File: src/rtl/kwdt_pkg.sv
package kwdt_pkg;

    localparam int REG_W  = 16;
    localparam int ADDR_W = 2;

    typedef enum logic [ADDR_W-1:0] {
        A_CTRL = 2'd0,
        A_SVC  = 2'd1,
        A_ICTL = 2'd2,
        A_MISC = 2'd3
    } reg_addr_e;

    localparam logic [REG_W-1:0] KEY_FIRST  = 16'h5555;
    localparam logic [REG_W-1:0] KEY_SECOND = 16'hAAAA;

    // bit positions software relies on
    localparam int B_RUN     = 0;
    localparam int B_EXTSEL  = 1;
    localparam int B_TMO_LO  = 8;
    localparam int B_IE      = 15;
    localparam int B_ISTAT   = 14;
    localparam int B_PDE     = 0;

    typedef enum logic {
        SV_IDLE  = 1'b0,
        SV_ARMED = 1'b1
    } svc_state_e;

endpackage

File: src/rtl/kwdt_tick_gen.sv
module kwdt_tick_gen #(
    parameter int DIV = 50_000_000
) (
    input  logic clk,
    input  logic rst_n,
    output logic tick
);
    localparam int CW = (DIV > 1) ? $clog2(DIV) : 1;
    localparam logic [CW-1:0] LAST = CW'(DIV - 1);

    typedef struct packed {
        logic [CW-1:0] cnt;
        logic          tick;
    } tg_state_t;

    tg_state_t s_d, s_q;

    always_comb begin
        s_d      = s_q;
        s_d.tick = 1'b0;
        if (s_q.cnt == LAST) begin
            s_d.cnt  = '0;
            s_d.tick = 1'b1;
        end else begin
            s_d.cnt = s_q.cnt + 1'b1;
        end
    end

    always_ff @(posedge clk or negedge rst_n) begin
        if (!rst_n) s_q <= '0;
        else        s_q <= s_d;
    end

    assign tick = s_q.tick;

    generate
        if (DIV > 1) begin : g_pulse_chk
            AST_TICK_PULSE: assert property (@(posedge clk) disable iff (!rst_n)
                s_q.tick |=> !s_q.tick);
        end
    endgenerate

endmodule

File: src/rtl/kwdt_key_seq.sv
module kwdt_key_seq
    import kwdt_pkg::*;
(
    input  logic             clk,
    input  logic             rst_n,
    input  logic             svc_wr,
    input  logic [REG_W-1:0] wdata,
    output logic             svc_ok
);
    typedef struct packed {
        svc_state_e st;
        logic       ok;
    } ks_state_t;

    ks_state_t s_d, s_q;

    always_comb begin
        s_d    = s_q;
        s_d.ok = 1'b0;
        if (svc_wr) begin
            if (wdata == KEY_FIRST) begin
                s_d.st = SV_ARMED;
            end else if (wdata == KEY_SECOND && s_q.st == SV_ARMED) begin
                s_d.st = SV_IDLE;
                s_d.ok = 1'b1;
            end else begin
                s_d.st = SV_IDLE;
            end
        end
    end

    always_ff @(posedge clk or negedge rst_n) begin
        if (!rst_n) s_q <= '{st: SV_IDLE, ok: 1'b0};
        else        s_q <= s_d;
    end

    assign svc_ok = s_q.ok;

    AST_KEY_ORDER: assert property (@(posedge clk) disable iff (!rst_n)
        s_q.ok |-> ($past(s_q.st) == SV_ARMED && $past(svc_wr)
                    && $past(wdata) == KEY_SECOND));

endmodule

File: src/rtl/kwdt_down_ctr.sv
module kwdt_down_ctr #(
    parameter int CW      = 9,
    parameter int RST_VAL = 0
) (
    input  logic          clk,
    input  logic          rst_n,
    input  logic          tick,
    input  logic          run,
    input  logic          load,
    input  logic [CW-1:0] load_val,
    output logic [CW-1:0] count,
    output logic          expire
);
    typedef struct packed {
        logic [CW-1:0] cnt;
    } dc_state_t;

    dc_state_t s_d, s_q;
    logic      hit_zero;

    always_comb begin
        s_d      = s_q;
        hit_zero = 1'b0;
        if (load) begin
            s_d.cnt = load_val;
        end else if (run && tick) begin
            if (s_q.cnt <= CW'(1)) begin
                hit_zero = 1'b1;
                s_d.cnt  = load_val;
            end else begin
                s_d.cnt = s_q.cnt - 1'b1;
            end
        end
    end

    always_ff @(posedge clk or negedge rst_n) begin
        if (!rst_n) s_q.cnt <= CW'(RST_VAL);
        else        s_q     <= s_d;
    end

    assign count  = s_q.cnt;
    assign expire = hit_zero;

    AST_EXPIRE_PULSE: assert property (@(posedge clk) disable iff (!rst_n)
        expire |=> !expire);

endmodule

File: src/rtl/keyed_wdt.sv
module keyed_wdt
    import kwdt_pkg::*;
#(
    parameter int TICK_DIV = 50_000_000,
    parameter int TMO_W    = 8,
    parameter int PRE_W    = 8,
    parameter int PD_TICKS = 32
) (
    input  logic              clk,
    input  logic              rst_n,
    input  logic              bus_sel,
    input  logic              bus_wr,
    input  logic [ADDR_W-1:0] bus_addr,
    input  logic [REG_W-1:0]  bus_wdata,
    output logic [REG_W-1:0]  bus_rdata,
    output logic              rst_req,
    output logic              ext_rst_n,
    output logic              irq
);
    localparam int MC_W = TMO_W + 1;
    localparam int PD_W = $clog2(PD_TICKS + 1);

    typedef struct packed {
        logic             run;
        logic             ext_sel;
        logic [TMO_W-1:0] tmo;
        logic             ie;
        logic             istat;
        logic [PRE_W-1:0] pre;
        logic             pde;
        logic             ext_low;
        logic             req;
    } wdt_state_t;

    wdt_state_t s_d, s_q;

    logic            tick;
    logic            svc_ok;
    logic            main_load;
    logic            main_exp;
    logic [MC_W-1:0] main_cnt;
    logic [MC_W-1:0] main_reload;
    logic            pd_exp;
    logic [PD_W-1:0] pd_cnt;
    logic            pre_hit;
    logic            wr_ctrl, wr_svc, wr_ictl, wr_misc;

    assign wr_ctrl = bus_sel && bus_wr && (bus_addr == A_CTRL);
    assign wr_svc  = bus_sel && bus_wr && (bus_addr == A_SVC);
    assign wr_ictl = bus_sel && bus_wr && (bus_addr == A_ICTL);
    assign wr_misc = bus_sel && bus_wr && (bus_addr == A_MISC);

    kwdt_tick_gen #(.DIV(TICK_DIV)) u_tick (
        .clk   (clk),
        .rst_n (rst_n),
        .tick  (tick)
    );

    kwdt_key_seq u_keys (
        .clk    (clk),
        .rst_n  (rst_n),
        .svc_wr (wr_svc),
        .wdata  (bus_wdata),
        .svc_ok (svc_ok)
    );

    assign main_reload = MC_W'(s_q.tmo) + MC_W'(1);
    // reload on the enabling write and on every valid key pair
    assign main_load   = svc_ok || (wr_ctrl && !s_q.run && bus_wdata[B_RUN]);

    kwdt_down_ctr #(.CW(MC_W), .RST_VAL(1)) u_main (
        .clk      (clk),
        .rst_n    (rst_n),
        .tick     (tick),
        .run      (s_q.run),
        .load     (main_load),
        .load_val (wr_ctrl && !s_q.run ? MC_W'(bus_wdata[B_TMO_LO +: TMO_W]) + MC_W'(1)
                                        : main_reload),
        .count    (main_cnt),
        .expire   (main_exp)
    );

    kwdt_down_ctr #(.CW(PD_W), .RST_VAL(PD_TICKS)) u_pd (
        .clk      (clk),
        .rst_n    (rst_n),
        .tick     (tick),
        .run      (s_q.pde),
        .load     (1'b0),
        .load_val (PD_W'(PD_TICKS)),
        .count    (pd_cnt),
        .expire   (pd_exp)
    );

    assign pre_hit = s_q.run && tick && !main_load && (s_q.pre != '0)
                     && (main_cnt == MC_W'(s_q.pre) + MC_W'(1));

    always_comb begin
        s_d     = s_q;
        s_d.req = main_exp || pd_exp;

        if (wr_ctrl) begin
            if (!s_q.run) begin
                s_d.tmo     = bus_wdata[B_TMO_LO +: TMO_W];
                s_d.ext_sel = bus_wdata[B_EXTSEL];
                s_d.run     = bus_wdata[B_RUN];
            end
        end

        if (wr_ictl) begin
            s_d.ie  = bus_wdata[B_IE];
            s_d.pre = bus_wdata[PRE_W-1:0];
            if (bus_wdata[B_ISTAT]) s_d.istat = 1'b0;
        end

        if (wr_misc && !bus_wdata[B_PDE]) s_d.pde = 1'b0;

        if (main_exp) begin
            if (s_q.ext_sel) s_d.ext_low = 1'b1;
            if (s_q.pre == '0) s_d.istat = 1'b1;
        end
        if (pre_hit) s_d.istat = 1'b1;
    end

    always_ff @(posedge clk or negedge rst_n) begin
        if (!rst_n) begin
            s_q     <= '0;
            s_q.pde <= 1'b1;
        end else begin
            s_q <= s_d;
        end
    end

    always_comb begin
        bus_rdata = '0;
        if (bus_sel && !bus_wr) begin
            unique case (bus_addr)
                A_CTRL: begin
                    bus_rdata[B_TMO_LO +: TMO_W] = s_q.tmo;
                    bus_rdata[B_EXTSEL]          = s_q.ext_sel;
                    bus_rdata[B_RUN]             = s_q.run;
                end
                A_ICTL: begin
                    bus_rdata[B_IE]        = s_q.ie;
                    bus_rdata[B_ISTAT]     = s_q.istat;
                    bus_rdata[PRE_W-1:0]   = s_q.pre;
                end
                A_MISC:  bus_rdata[B_PDE] = s_q.pde;
                default: bus_rdata = '0;
            endcase
        end
    end

    assign rst_req   = s_q.req;
    assign ext_rst_n = !s_q.ext_low;
    assign irq       = s_q.istat && s_q.ie;

    AST_RUN_STICKY: assert property (@(posedge clk) disable iff (!rst_n)
        s_q.run |=> s_q.run);
    AST_CFG_FROZEN: assert property (@(posedge clk) disable iff (!rst_n)
        s_q.run |=> ($stable(s_q.tmo) && $stable(s_q.ext_sel)));
    AST_EXT_LATCHED: assert property (@(posedge clk) disable iff (!rst_n)
        !ext_rst_n |=> !ext_rst_n);
    AST_EXT_NEEDS_SEL: assert property (@(posedge clk) disable iff (!rst_n)
        $fell(ext_rst_n) |-> (s_q.ext_sel && rst_req));
    AST_IRQ_WITH_EXT: assert property (@(posedge clk) disable iff (!rst_n)
        ($fell(ext_rst_n) && s_q.ie && s_q.pre == '0) |-> irq);
    AST_PD_ONEWAY: assert property (@(posedge clk) disable iff (!rst_n)
        !s_q.pde |=> !s_q.pde);

endmodule

File: config.mk
export PLATFORM = sky130hd
export DESIGN_NAME = keyed_wdt
export DESIGN_NICKNAME = d
export VERILOG_FILES = /design/src/rtl/kwdt_pkg.sv /design/src/rtl/kwdt_tick_gen.sv /design/src/rtl/kwdt_key_seq.sv /design/src/rtl/kwdt_down_ctr.sv /design/src/rtl/keyed_wdt.sv
export SDC_FILE = /design/constraint.sdc
export NUM_CORES = 1
export LEC_CHECK = 0
export ABC_AREA = 0
export BUFFER_PORTS_ARGS = -buffer_cell sky130_fd_sc_hd__buf_2
export CORE_UTILIZATION = 47
export CTS_BUF_LIST = sky130_fd_sc_hd__clkbuf_8 sky130_fd_sc_hd__clkbuf_16
export CTS_CLUSTER_SIZE = 24
export DETAILED_ROUTE_END_ITERATION = 8
export PLACE_DENSITY = 0.69
export SETUP_SLACK_MARGIN = 0.5
export SLEW_MARGIN = 20
export SYNTH_ARGS = -nofsm -noshare
export SYNTH_HDL_FRONTEND = slang
export SYNTH_HIERARCHICAL = 1
export SYNTH_SLANG_ARGS = --single-unit
File: constraint.sdc
create_clock -name clk -period 7.3 [get_ports clk]
set_input_delay 1.095 -clock clk [delete_from_list [all_inputs] [get_ports clk]]
set_output_delay 1.095 -clock clk [all_outputs]
set_load 0.02 [all_outputs]
=== Yosys cells after proc, flatten, opt, wreduce, memory -nomap -nowiden ===
Cells that the tools add are included.

* ROM bits: 0
* Register bits after elaboration: 67
* Memory bits (writable): 0
* Memories: 0
* Bits in latches: 0
* Output and inout bits: 19

* Divide/modulo/power cells: 0
* Shifts and indexed selects: 0
* Bitwise logic cells: 1
* Equality and inequality tests: 7
* $mul: 0
* Add/sub/neg operators: 6
* Mux-type cells: 28
* Order comparisons: 2
* Reductions and logical operators: 29

{| class="wikitable"
|+ Operators by type and width
! kind !! count
|-
| 9-bit two-way mux || 5
|-
| 8-bit by 1-bit adder with 9-bit output, second input constant || 3
|-
| 26-bit by 1-bit adder with 26-bit output, second input constant || 1
|-
| 26-bit == test, second input constant || 1
|-
| 26-bit two-way mux || 1
|-
| 6-bit two-way mux || 3
|-
| 16-bit by 15-bit == test with 1-bit output, second input constant || 1
|-
| 16-bit == test, second input constant || 1
|-
| 1-bit logical AND || 16
|-
| 16-bit two-way mux || 1
|-
| 1-bit two-way mux || 14
|-
| 10-bit two-way mux || 1
|-
| 9-bit == test || 1
|-
| 9-bit by 1-bit <= comparator with 1-bit output, second input constant || 1
|-
| 9-bit by 1-bit subtractor with 9-bit output, second input constant || 1
|-
| 8-bit zero test || 1
|-
| 8-bit nonzero test || 1
|-
| 6-bit by 1-bit <= comparator with 1-bit output, second input constant || 1
|-
| 6-bit by 1-bit subtractor with 6-bit output, second input constant || 1
|-
| 1-bit zero test || 5
|-
| 2-bit == test, second input constant || 2
|-
| 2-bit case mux with 2 select lines || 1
|-
| 2-bit AND reduction || 2
|-
| 1-bit case mux with 3 select lines || 1
|-
| 6 further kinds || 7
|}

=== Logic depth before layout (Yosys ltp) ===
Gate-level depths: netlist of run 1.

* Depth after elaboration: 10
* Mapped depth: 9

=== Hierarchy ===
The synthesis of run 1 kept the hierarchy.

{| class="wikitable"
|+ By module, submodules not included
! module !! times used !! cells an instance !! sequential area each (µm²) !! area each (µm²)
|-
| keyed_wdt || 1 || 185 || 576.8 || 1599.0
|-
| kwdt_tick_gen || 1 || 135 || 675.6 || 1362.6
|-
| kwdt_down_ctr (u_main) || 1 || 78 || 226.5 || 691.9
|-
| kwdt_down_ctr (u_pd) || 1 || 53 || 151.4 || 451.7
|-
| kwdt_key_seq || 1 || 17 || 50.0 || 175.2
|}

=== Worst setup path before layout of run 1 ===
OpenSTA, ideal clock, no wires.

* Kind: input port to flip-flop
* Start point: in bus_addr[0]
* End point: reg u_main.s_q (netlist bit u_main/count[4])
* Arrival time: 3.301 ns
* Slack: 3.895 ns
* Buffers on the path: 2
* Stages: 9
* Data required time: 7.196 ns
* Path through: clkbuf_1 -> nor4_2 -> buf_2 -> mux2_2 -> ha_1 -> o21ai_0 -> xnor2_1 -> inv_1 -> a221oi_1

* Cells in the longest elaborated chain, start to end: 7
* Elaborated cells between the ends (all ways): 10

{| class="wikitable"
|+ Ends and longest elaborated chain
! item !! line !! source
|-
| start, declared || keyed_wdt.sv:13 || <nowiki>input logic [ADDR_W-1:0] bus_addr,</nowiki>
|-
| 2-bit zero test (*) || keyed_wdt.sv:48 || <nowiki>assign wr_ctrl = bus_sel && bus_wr && (bus_addr == A_CTRL);</nowiki>
|-
| 1-bit logical AND (*) || keyed_wdt.sv:48 ||
|-
| 1-bit logical AND (*) || keyed_wdt.sv:69, keyed_wdt.sv:77 ||
|-
| 9-bit two-way mux || keyed_wdt.sv:77 || <nowiki>.load_val (wr_ctrl && !s_q.run ? MC_W'(bus_wdata[B_TMO_LO +: TMO_W]) + MC_W'(1)</nowiki>
|-
| 9-bit two-way mux || kwdt_down_ctr.sv:27 || <nowiki>if (s_q.cnt <= CW'(1)) begin</nowiki>
|-
| 9-bit two-way mux || kwdt_down_ctr.sv:26 || <nowiki>end else if (run && tick) begin</nowiki>
|-
| 9-bit two-way mux || kwdt_down_ctr.sv:24 || <nowiki>if (load) begin</nowiki>
|-
| end, declared || kwdt_down_ctr.sv:18 || <nowiki>dc_state_t s_d, s_q;</nowiki>
|}

Every way passes the cells marked *; elsewhere a longest branch is shown, timed or not. The select of a mux whose other input is x is not followed.
A chain may end at the register's enable or synchronous reset.

=== Worst setup path after layout of run 1 ===
* Start point: in bus_wr
* End point: out bus_rdata[11]

* Cells in the longest elaborated chain, start to end: 3

{| class="wikitable"
|+ Ends and longest elaborated chain
! item !! line !! source
|-
| start, declared || keyed_wdt.sv:12 || <nowiki>input logic bus_wr,</nowiki>
|-
| 1-bit zero test || keyed_wdt.sv:135 || <nowiki>if (bus_sel && !bus_wr) begin</nowiki>
|-
| 1-bit logical AND || keyed_wdt.sv:135 ||
|-
| 16-bit two-way mux || keyed_wdt.sv:135 ||
|-
| end, declared || keyed_wdt.sv:15 || <nowiki>output logic [REG_W-1:0] bus_rdata,</nowiki>
|}

Every way passes these cells.

==> results of run 1 <==
==> cells by family after synthesis <==
| logic type | count (synthesis) | synth area share (%) |
|---|---|---|
| and+or+nand+nor | 225 | 30.3 |
| AOI/OAI and AO/OA | 79 | 13.2 |
| DFF | 67 | 39.3 |
| buffers and inverters | 38 | 3.80 |
| xor gates and xnor gates | 29 | 5.93 |
| muxes | 19 | 4.71 |
| adders and majority gates | 9 | 2.63 |
| other | 2 | 0.175 |
==> layout make-up <==
type | instances | area (um^2)
Multi-Input combinational cell | 370 | 2470
Clock inverter | 7 | 76.3
Tap cell | 108 | 135
Inverter | 21 | 78.8
Fill cell | 826 | 3970
Clock buffer | 9 | 124
Timing Repair Buffer | 43 | 223
Sequential cell | 67 | 1680
==> sequential cells by signal, indices dropped and copies added (netlist names) <==
name / count
s_q: 22
u_keys/s_q: 1
u_tick/s_q: 26
u_keys/svc_ok: 1
u_main/count: 9
rst_req: 1
u_tick/tick: 1
u_pd/count: 6
==> where the power goes <==
part           internal (W)  switching, W  leakage, nW
sequential         0.000420     0.0000847        0.847
combinational      0.000114      0.000136         1.18
clock              0.000160      0.000157       0.0962
==> cell usage after synthesis, types with 9 or more instances <==
cell type   n
nor3_1     10
mux2i_1    10
xnor2_1    16
nand4_1    10
a21oi_1    20
and3_1     19
nand3_1    20
mux2_2      9
nand2_1    49
ha_1        9
nor2_1     44
dfrtp_1    64
o21ai_0    10
xor2_1     13
inv_1      21
==> worst reg2reg max path, cell delays in order, from the launching register on <==
cell      delay (ns)
dfrtp_1         0.54
nor4_4          0.25
buf_4           0.30
mux2_2          0.40
ha_1            0.23
o21ai_0         0.11
xnor2_1         0.14
inv_1           0.07
a221oi_1        0.27
==> worst max path at each step <==
stage,from,to,slack (ns),cells after the start
floorplan,bus_addr[0],u_main/count[4],3.89,9
global placement,bus_wr,bus_rdata[11],3.79,5
detailed placement,bus_wr,bus_rdata[11],3.71,5
CTS,bus_wr,bus_rdata[11],3.70,5
global route,bus_wr,bus_rdata[11],3.62,5
finish,bus_wr,bus_rdata[11],3.67,5
==> placed cells by master (no fill, tap or decap), types with 8 or more instances in the layout <==
cell      synthesis  routed
dfrtp_1          64      64
nand2_1          49      49
nor2_1           44      44
buf_2             4      40
inv_1            21      21
nand3_1          20      20
a21oi_1          20      20
and3_1           19      19
xnor2_1          16      16
xor2_1           13      13
mux2i_1          10      10
nand4_1          10      10
o21ai_0          10      10
nor3_1           10      10
mux2_2            9       9
ha_1              9       9
clkbuf_8          0       9
conb_1            2       9
nor4_1            8       8
==> stage by stage <==
stage               utilization [%]  std cells  total power (W)  hold WS (ns)  instance area [um^2]
CTS                            54.7        625          0.00108         0.454                  4790
floorplan                         -        475         0.000670         0.460                  4310
detailed placement             52.4        609         0.000758         0.437                  4590
global route                   54.7        625          0.00113         0.476                  4790
global placement               52.4        609         0.000749         0.425                  4590
finish                         54.7        625          0.00107         0.448                  4790
==> routing by layer <==
layer,GRT usage (%),share of wire [%]
met4,10.7,3.3
met5,0,0
met1,29.2,44
met2,38.2,48
met3,4.24,4.4
==> metrics.csv, run 1 <==
metric;value;unit
outcome;complete, no violations;
critPathKind;input pin to primary output;
hp-start;s_q[1];
coreArea;8760;um^2
clock-sinks;67;
path_buf_inv;2;
dr.pass1.iters;5;
grt_pass1_vias;3632;
crit_family;simple AND/OR/NAND/NOR gates;
drc;0;
nets;543;
ys_dominant_reg_cell;dfrtp_1;
worst_path_max_delay_cell;nor2_1;
synth.top_cell.area_share;37.4;%
cp.required;6.20;ns
hold_depth;2;
routed_via_density;5.93;
initialDrtViolationCount;236;
critical_path.most_common_cell;buf_2;
synth-edff-count;0;
cts_tree;built;
finalSetupViolations;0;
ys_ff_latch;67;
ctsHoldBuffers;0;
clkLatencyLatePin;0.35;ns
finalWeightedCongestion;0.945;
power_density;224;nW/um^2
rsz0062_at_grt;false;
post_cts_buffers;0;
synth_cell_types;77;
fp-row-count;34;
fin_crit;3.63;ns
num_vias;3705;
min_path_type;register to register;
cts_buffers;9;
htree_levels;3;
syn_to_final_growth;11.9;%
die_w;97.4;um
reg2reg_depth;8;
setup_ws;3.67;ns
cts_resized;0;
preCtsSetupSlack;3.71;ns
maxSlewViolCount;0;
r2r_start;s_q[22];
wl_per_cell;16.8;um
crit_fanout;11;
tns;0;ns
yosysWarnings;6;
syn_area;4280;um^2
rrSetupSlack;4.88;ns
synth.area.top_cells;dfrtp_1, nand2_1, nor2_1;
clkSlewWorstSetupHoldPaths;0.07;ns
max_freq;276;MHz
hold_viol;0;
cp-start-kind;input pin;
hold_end;s_q[1];
worst_slew_pin_slew;1.01;ns
die_h;97.4;um
clock_skew;0.0106;ns
die-area;9490;um^2
path_cells;buf_2 -> nand2b_1 -> nor2_1 -> and3_1 -> buf_2;
grt_pass1_wl;17400;um
globalRouteTotalUtil;23.1;%
cts_buffer_depth;2;
grt_max_degree;68;
p_leak;2.12;nW
synth_top_area_cell;dfrtp_1;
max-slew-margin-rel;31.9;%
cts_root_buf;clkbuf_8;
cpPeakStageDelay;0.70;ns
drive_above_1_share;18.4;%
critPathCaptureType;primary output;
syn_inst;468;
antenna_found_initial;0;
drt.antenna.violating_nets;0;
start_util;48.8;%
finalCritPeriodShare;49.7;%
hpwl;7630;um
arrival;2.53;ns
overflow;0;
worst_r2r_endpoint;u_main/count[4];
port-buffer-count;40;
cap_violations;0;
syn_avg_cell_area;9.15;um^2
async_flop_share;100;%
totalWireLength;10500;um
peakVddDrop;0.128;mV
diodes;0;
ios;41;
ys_seq_area_share;39.3;%
Power figures use the tool's default switching activity.
==> run 2, diff against run 1 <==
PLACE_DENSITY = 0.71   (was 0.69)
clock period = 3 ns   (was 7.3 ns; I/O delays follow)
==> run 2 against run 1 <==
  * Clock skew is 0.0012 ns lower
  * Sequential cell count stayed put
  * Largest cell class unchanged
  * First-iteration DRC count is 17% higher
  * Largest power group unchanged
  * Sequential power up 150%
  * Highest routed layer unchanged
  * Design area rose by 1.3%
==> metrics.csv, run 2 (synthesis gave the netlist of run 1 again) <==
metric;value;unit
fin_cells;626;
wl_per_cell;17.5;um
max-slew-margin-rel;50.4;%
grt_pass1_vias;3633;
syn_to_final_growth;13.3;%
post-route-cell-area;4850;um^2
totalWireLength;10900;um
port-buffer-count;40;
peakVddDrop;0.240;mV
min_path_type;input pin to asynchronous set/reset pin;
fp-row-count;34;
cts_buffer_depth;2;
largest_reg_flops;26;
final_cell_mix;dfrtp_1, nand2_1, nor2_1;
grt_max_degree;38;
cts_resized;0;
overflow;0;
drive_above_1_share;18.3;%
clock-sinks;67;
clkLatencyLatePin;0.36;ns
grt_pass1_wl;18100;um
die_h;97.4;um
cap_violations;0;
drc;0;
htree_levels;3;
critPathCaptureType;register;
coreArea;8760;um^2
placed_area;4610;um^2
die-area;9490;um^2
cp.required;3.27;ns
ios;41;
die_w;97.4;um
clock_skew;0.00940;ns
layout_commonest_cell;dfrtp_1;
initialDrtViolationCount;276;
cts_tree;built;
worst_slew_pin_slew;0.744;ns
finalSetupViolations;0;
finalCritPeriodShare;76.0;%
max_freq;439;MHz
crit_fanout;5;
rsz0062_at_grt;false;
top_register;u_tick/s_q;
num_vias;3795;
tns;0;ns
post_cts_buffers;0;
cp-start-kind;register;
nets;544;
ctsHoldBuffers;0;
maxSlewViolCount;0;
cts_root_buf;clkbuf_8;
outcome;complete, no violations;
hpwl;7990;um
fin_crit;2.28;ns
clkSlewWorstSetupHoldPaths;0.07;ns
p_leak;2.16;nW
antenna_found_initial;0;
arrival;2.55;ns
globalRouteTotalUtil;24.1;%
drt.antenna.violating_nets;0;
power_density;572;nW/um^2
start_util;48.8;%
fillers;818;
critPathKind;register to register;
hold_viol;0;
finalWeightedCongestion;0.909;
dr.pass1.iters;5;
diodes;0;
cts_buffers;9;
routed_via_density;6.06;
dp_cells;610;
==> run 2: cell count changes in the layout (fill, tap and decap cells not counted) <==
| cell | before | now |
|---|---|---|
| bufinv_16 | 1 | 3 |
| clkinvlp_4 | 2 | 0 |
| inv_6 | 2 | 0 |
| buf_12 | 0 | 1 |
| clkbuf_8 | 9 | 10 |
| clkinv_2 | 1 | 2 |
| clkinv_4 | 1 | 0 |
| inv_1 | 21 | 22 |
==> run 2: worst paths after layout <==
check | start | to | slack, ns | cells after the start
worst min register to register | s_q[1] | s_q[1] | 0.45 | 2
worst max register to register | s_q[3] | s_q[11] | 0.72 | 7
max in group asynchronous | rst_n | u_main/count[0] | 2.14 | 2
worst max-delay path | s_q[3] | s_q[11] | 0.72 | 7
worst min-delay path | rst_n | u_pd/count[0] | 0.16 | 1
min in group clk | bus_wdata[7] | s_q[10] | 0.33 | 3
==> run 2: cell type report <==
type / instances / area [um^2] / share of cell area (%)
clock buffer: 10 / 138 / 2.84
clock inverter: 6 / 104 / 2.14
inverter: 21 / 78.8 / 1.62
multi-input combinational: 370 / 2470 / 51.0
sequential: 67 / 1680 / 34.6
tap: 108 / 135 / 2.79
timing repair buffer: 44 / 243 / 5.00
==> run 2: power breakdown <==
group	internal [W]	switching, W	total, W
sequential	0.00102	0.000214	0.00124
clock	0.000569	0.000356	0.000925
combinational	0.000280	0.000333	0.000614
total	0.00187	0.000903	0.00277
==> run 2: stage by stage <==
stage / utilization [%] / hold WS [ns] / setup WS (ns) / total power [W]
floorplan: - / 0.154 / 0.517 / 0.00163
global placement: 52.6 / 0.432 / 0.732 / 0.00183
detailed placement: 52.6 / 0.436 / 0.702 / 0.00185
CTS: 55.4 / 0.173 / 0.714 / 0.00278
global route: 55.4 / 0.197 / 0.620 / 0.00292
finish: 55.4 / 0.161 / 0.721 / 0.00277
==> run 2: metal layers <==
metal	global-route usage (%)	vias up	share of wire (%)	wire, um
met4	9.95	0	2.9	321
met3	5.83	24	5.5	603
met2	39.8	123	49	5370
met5	0	-	0	0
met1	30.1	1853	42	4640
li1	-	1795	-	-
==> run 2: critical path, cell delays in order, from the launching register on <==
cell and delay [ns]:
dfrtp_1 0.45, inv_1 0.09, ha_1 0.21, or4b_2 0.19, nor4_1 0.05, or4_1 0.52, or4_1 0.49, o31ai_2 0.21
==> run 3, diff against run 2 <==
ABC_AREA = 1   (was 0)
clock period = 2 ns   (was 3 ns; I/O delays follow)
==> run 3 against run 2 <==
  * Via count is 31% higher
  * Clock power is 9% higher
  * Power grew 13%
  * Count of clock-buffer cells in the layout did not move
  * Setup slack worse by 0.47 ns
  * Wire length is 25% higher
  * Combinational power rose by 3%
  * Critical endpoint is now u_main/count[6]
  * Worst hold slack better by 0.072 ns
  * Largest cell class unchanged
  * Clock skew is 0.0027 ns higher
==> metrics.csv, run 3 <==
metric;value;unit
clock-sinks;67;
async_flop_share;100;%
outcome;complete, no violations;
p_leak;3.02;nW
clkLatencyLatePin;0.35;ns
cts_buffer_depth;2;
finalSetupViolations;0;
cts_root_buf;clkbuf_8;
initialDrtViolationCount;319;
r2r_start;s_q[22];
critPathCaptureType;register;
finalWeightedCongestion;0.924;
totalWireLength;13700;um
ys_seq_area_share;35.6;%
die-area;10400;um^2
clock_skew;0.0121;ns
synth-edff-count;0;
power_density;510;nW/um^2
syn_inst;708;
fin_crit;1.75;ns
yosysWarnings;6;
syn_to_final_growth;30.1;%
critPathKind;register to register;
hold_viol;0;
layout_commonest_cell;nand2_1;
cp-start-kind;register;
arrival;1.98;ns
peakVddDrop;0.320;mV
wl_per_cell;14.3;um
syn_area;4720;um^2
max-slew-margin-rel;56.1;%
synth.top_cell.area_share;33.9;%
hpwl;9000;um
overflow;0;
largest_reg_flops;26;
cts_buffers;9;
ys_ff_latch;67;
nets;845;
max_freq;572;MHz
crit_fanout;7;
fin_cells;952;
startpoint;s_q[22];
route.met3.wl;742;um
die_w;102;um
dr.max_layer_used;met4;
cts_tree;built;
fp-row-count;36;
synth_cell_types;38;
synth.area.top_cells;dfrtp_1, nand2_1, nor2_1;
final_cell_mix;nand2_1, nor2_1, inv_1;
drive_above_1_share;28.7;%
die_h;102;um
clkSlewWorstSetupHoldPaths;0.07;ns
dp_cells;887;
ios;41;
dr.pass1.iters;5;
synth.most_common_cell;nand2_1;
fin_hold_ws;0.233;ns
grt_max_degree;27;
min_path_type;input pin to register;
globalRouteTotalUtil;26.8;%
antenna_found_initial;0;
routed_via_density;5.24;
cap_violations;0;
worst_slew_pin_slew;0.659;ns
start_util;48.3;%
ys_dominant_reg_cell;dfrtp_1;
rsz0062_at_grt;true;
wl_met2;6800;um
diodes;0;
synth_top_area_cell;dfrtp_1;
grt_pass1_vias;4699;
htree_levels;3;
top_register;u_tick/s_q;
port-buffer-count;40;
grt_pass1_wl;21500;um
finalCritPeriodShare;87.5;%
drt.antenna.violating_nets;0;
hp-start;bus_wdata[0];
met1_length;5580;um
syn_avg_cell_area;6.67;um^2
num_vias;4984;
maxSlewViolCount;0;
netlist_top_cells_count;nand2_1, nor2_1, inv_1;
drc;0;
coreArea;9770;um^2
cp.required;2.23;ns
tns;0;ns
[run 3: metrics by stage]
stage | setup WS [ns] | util (%) | total power, W | cell area [um^2]
finish | 0.251 | 62.8 | 0.00313 | 6140
global route | 0.167 | 62.8 | 0.00331 | 6140
CTS | 0.351 | 58.7 | 0.00305 | 5740
detailed placement | -0.0101 | 52.9 | 0.00199 | 5170
global placement | 0.0189 | 52.9 | 0.00197 | 5170
floorplan | 0.479 | - | 0.00182 | 4790
[run 3: where the power goes]
group          internal (W)  switching, W  total (W)
registers           0.00142     0.0000651    0.00149
clock network      0.000472      0.000539    0.00101
logic              0.000259      0.000374   0.000633
[run 3: final timing paths]
check	to	slack [ns]	depth (start not counted)
min in group asynchronous	u_keys/s_q[1]	0.51	2
max in group asynchronous	u_pd/count[5]	0.84	3
hold / removal	s_q[22]	0.23	3
setup reg to reg	u_main/count[6]	0.25	13
hold reg to reg	s_q[1]	0.47	2
setup / recovery	u_main/count[6]	0.25	13
[run 3: logic make-up after synthesis]
kind of cell	count (synthesis)	share of synthesized area, %
and+or+nand+nor	463	44.2
buffers and inverters	109	9.17
DFF	67	35.6
AOI/OAI and AO/OA	33	3.76
xor gates and xnor gates	24	4.45
adders and majority gates	9	2.39
other	2	0.159
muxes	1	0.239
[run 3: timing repair]
| action | in CTS | in global routing |
|---|---|---|
| setup endpoints to repair | 36 | 53 |
| resized for setup | 38 | 76 |
| hold buffers | 1 | 0 |
| setup buffers | 27 | 18 |
| pin swaps | 16 | 26 |
| gates cloned | 2 | 1 |
| endpoints found under the hold margin | 21 | 0 |
[run 3: metal layers]
layer | track usage (%) | vias up
li1 | - | 2396
met1 | 31.3 | 2314
met2 | 48.7 | 218
met3 | 4.58 | 56
met4 | 10.7 | 0
met5 | 0 | -
[run 3: area by class of cell]
type,instances,area (um^2)
clock inverters,6,33.8
inverters,103,402
clock buffers,10,138
flip-flops and latches,67,1690
fillers,826,3630
multi-input cells,540,2970
well taps,133,166
repair buffers,93,744
[run 3: critical path, stage by stage (launching register included)]
cell	delay (ns)
dfrtp_1	0.41
inv_4	0.12
nand3_4	0.15
buf_6	0.17
nand2_2	0.05
o21ai_2	0.09
nor2_2	0.18
nand3_1	0.11
nand2_1	0.09
nand2_1	0.06
inv_2	0.05
nand2_2	0.04
nand3_2	0.05
nand2_1	0.06
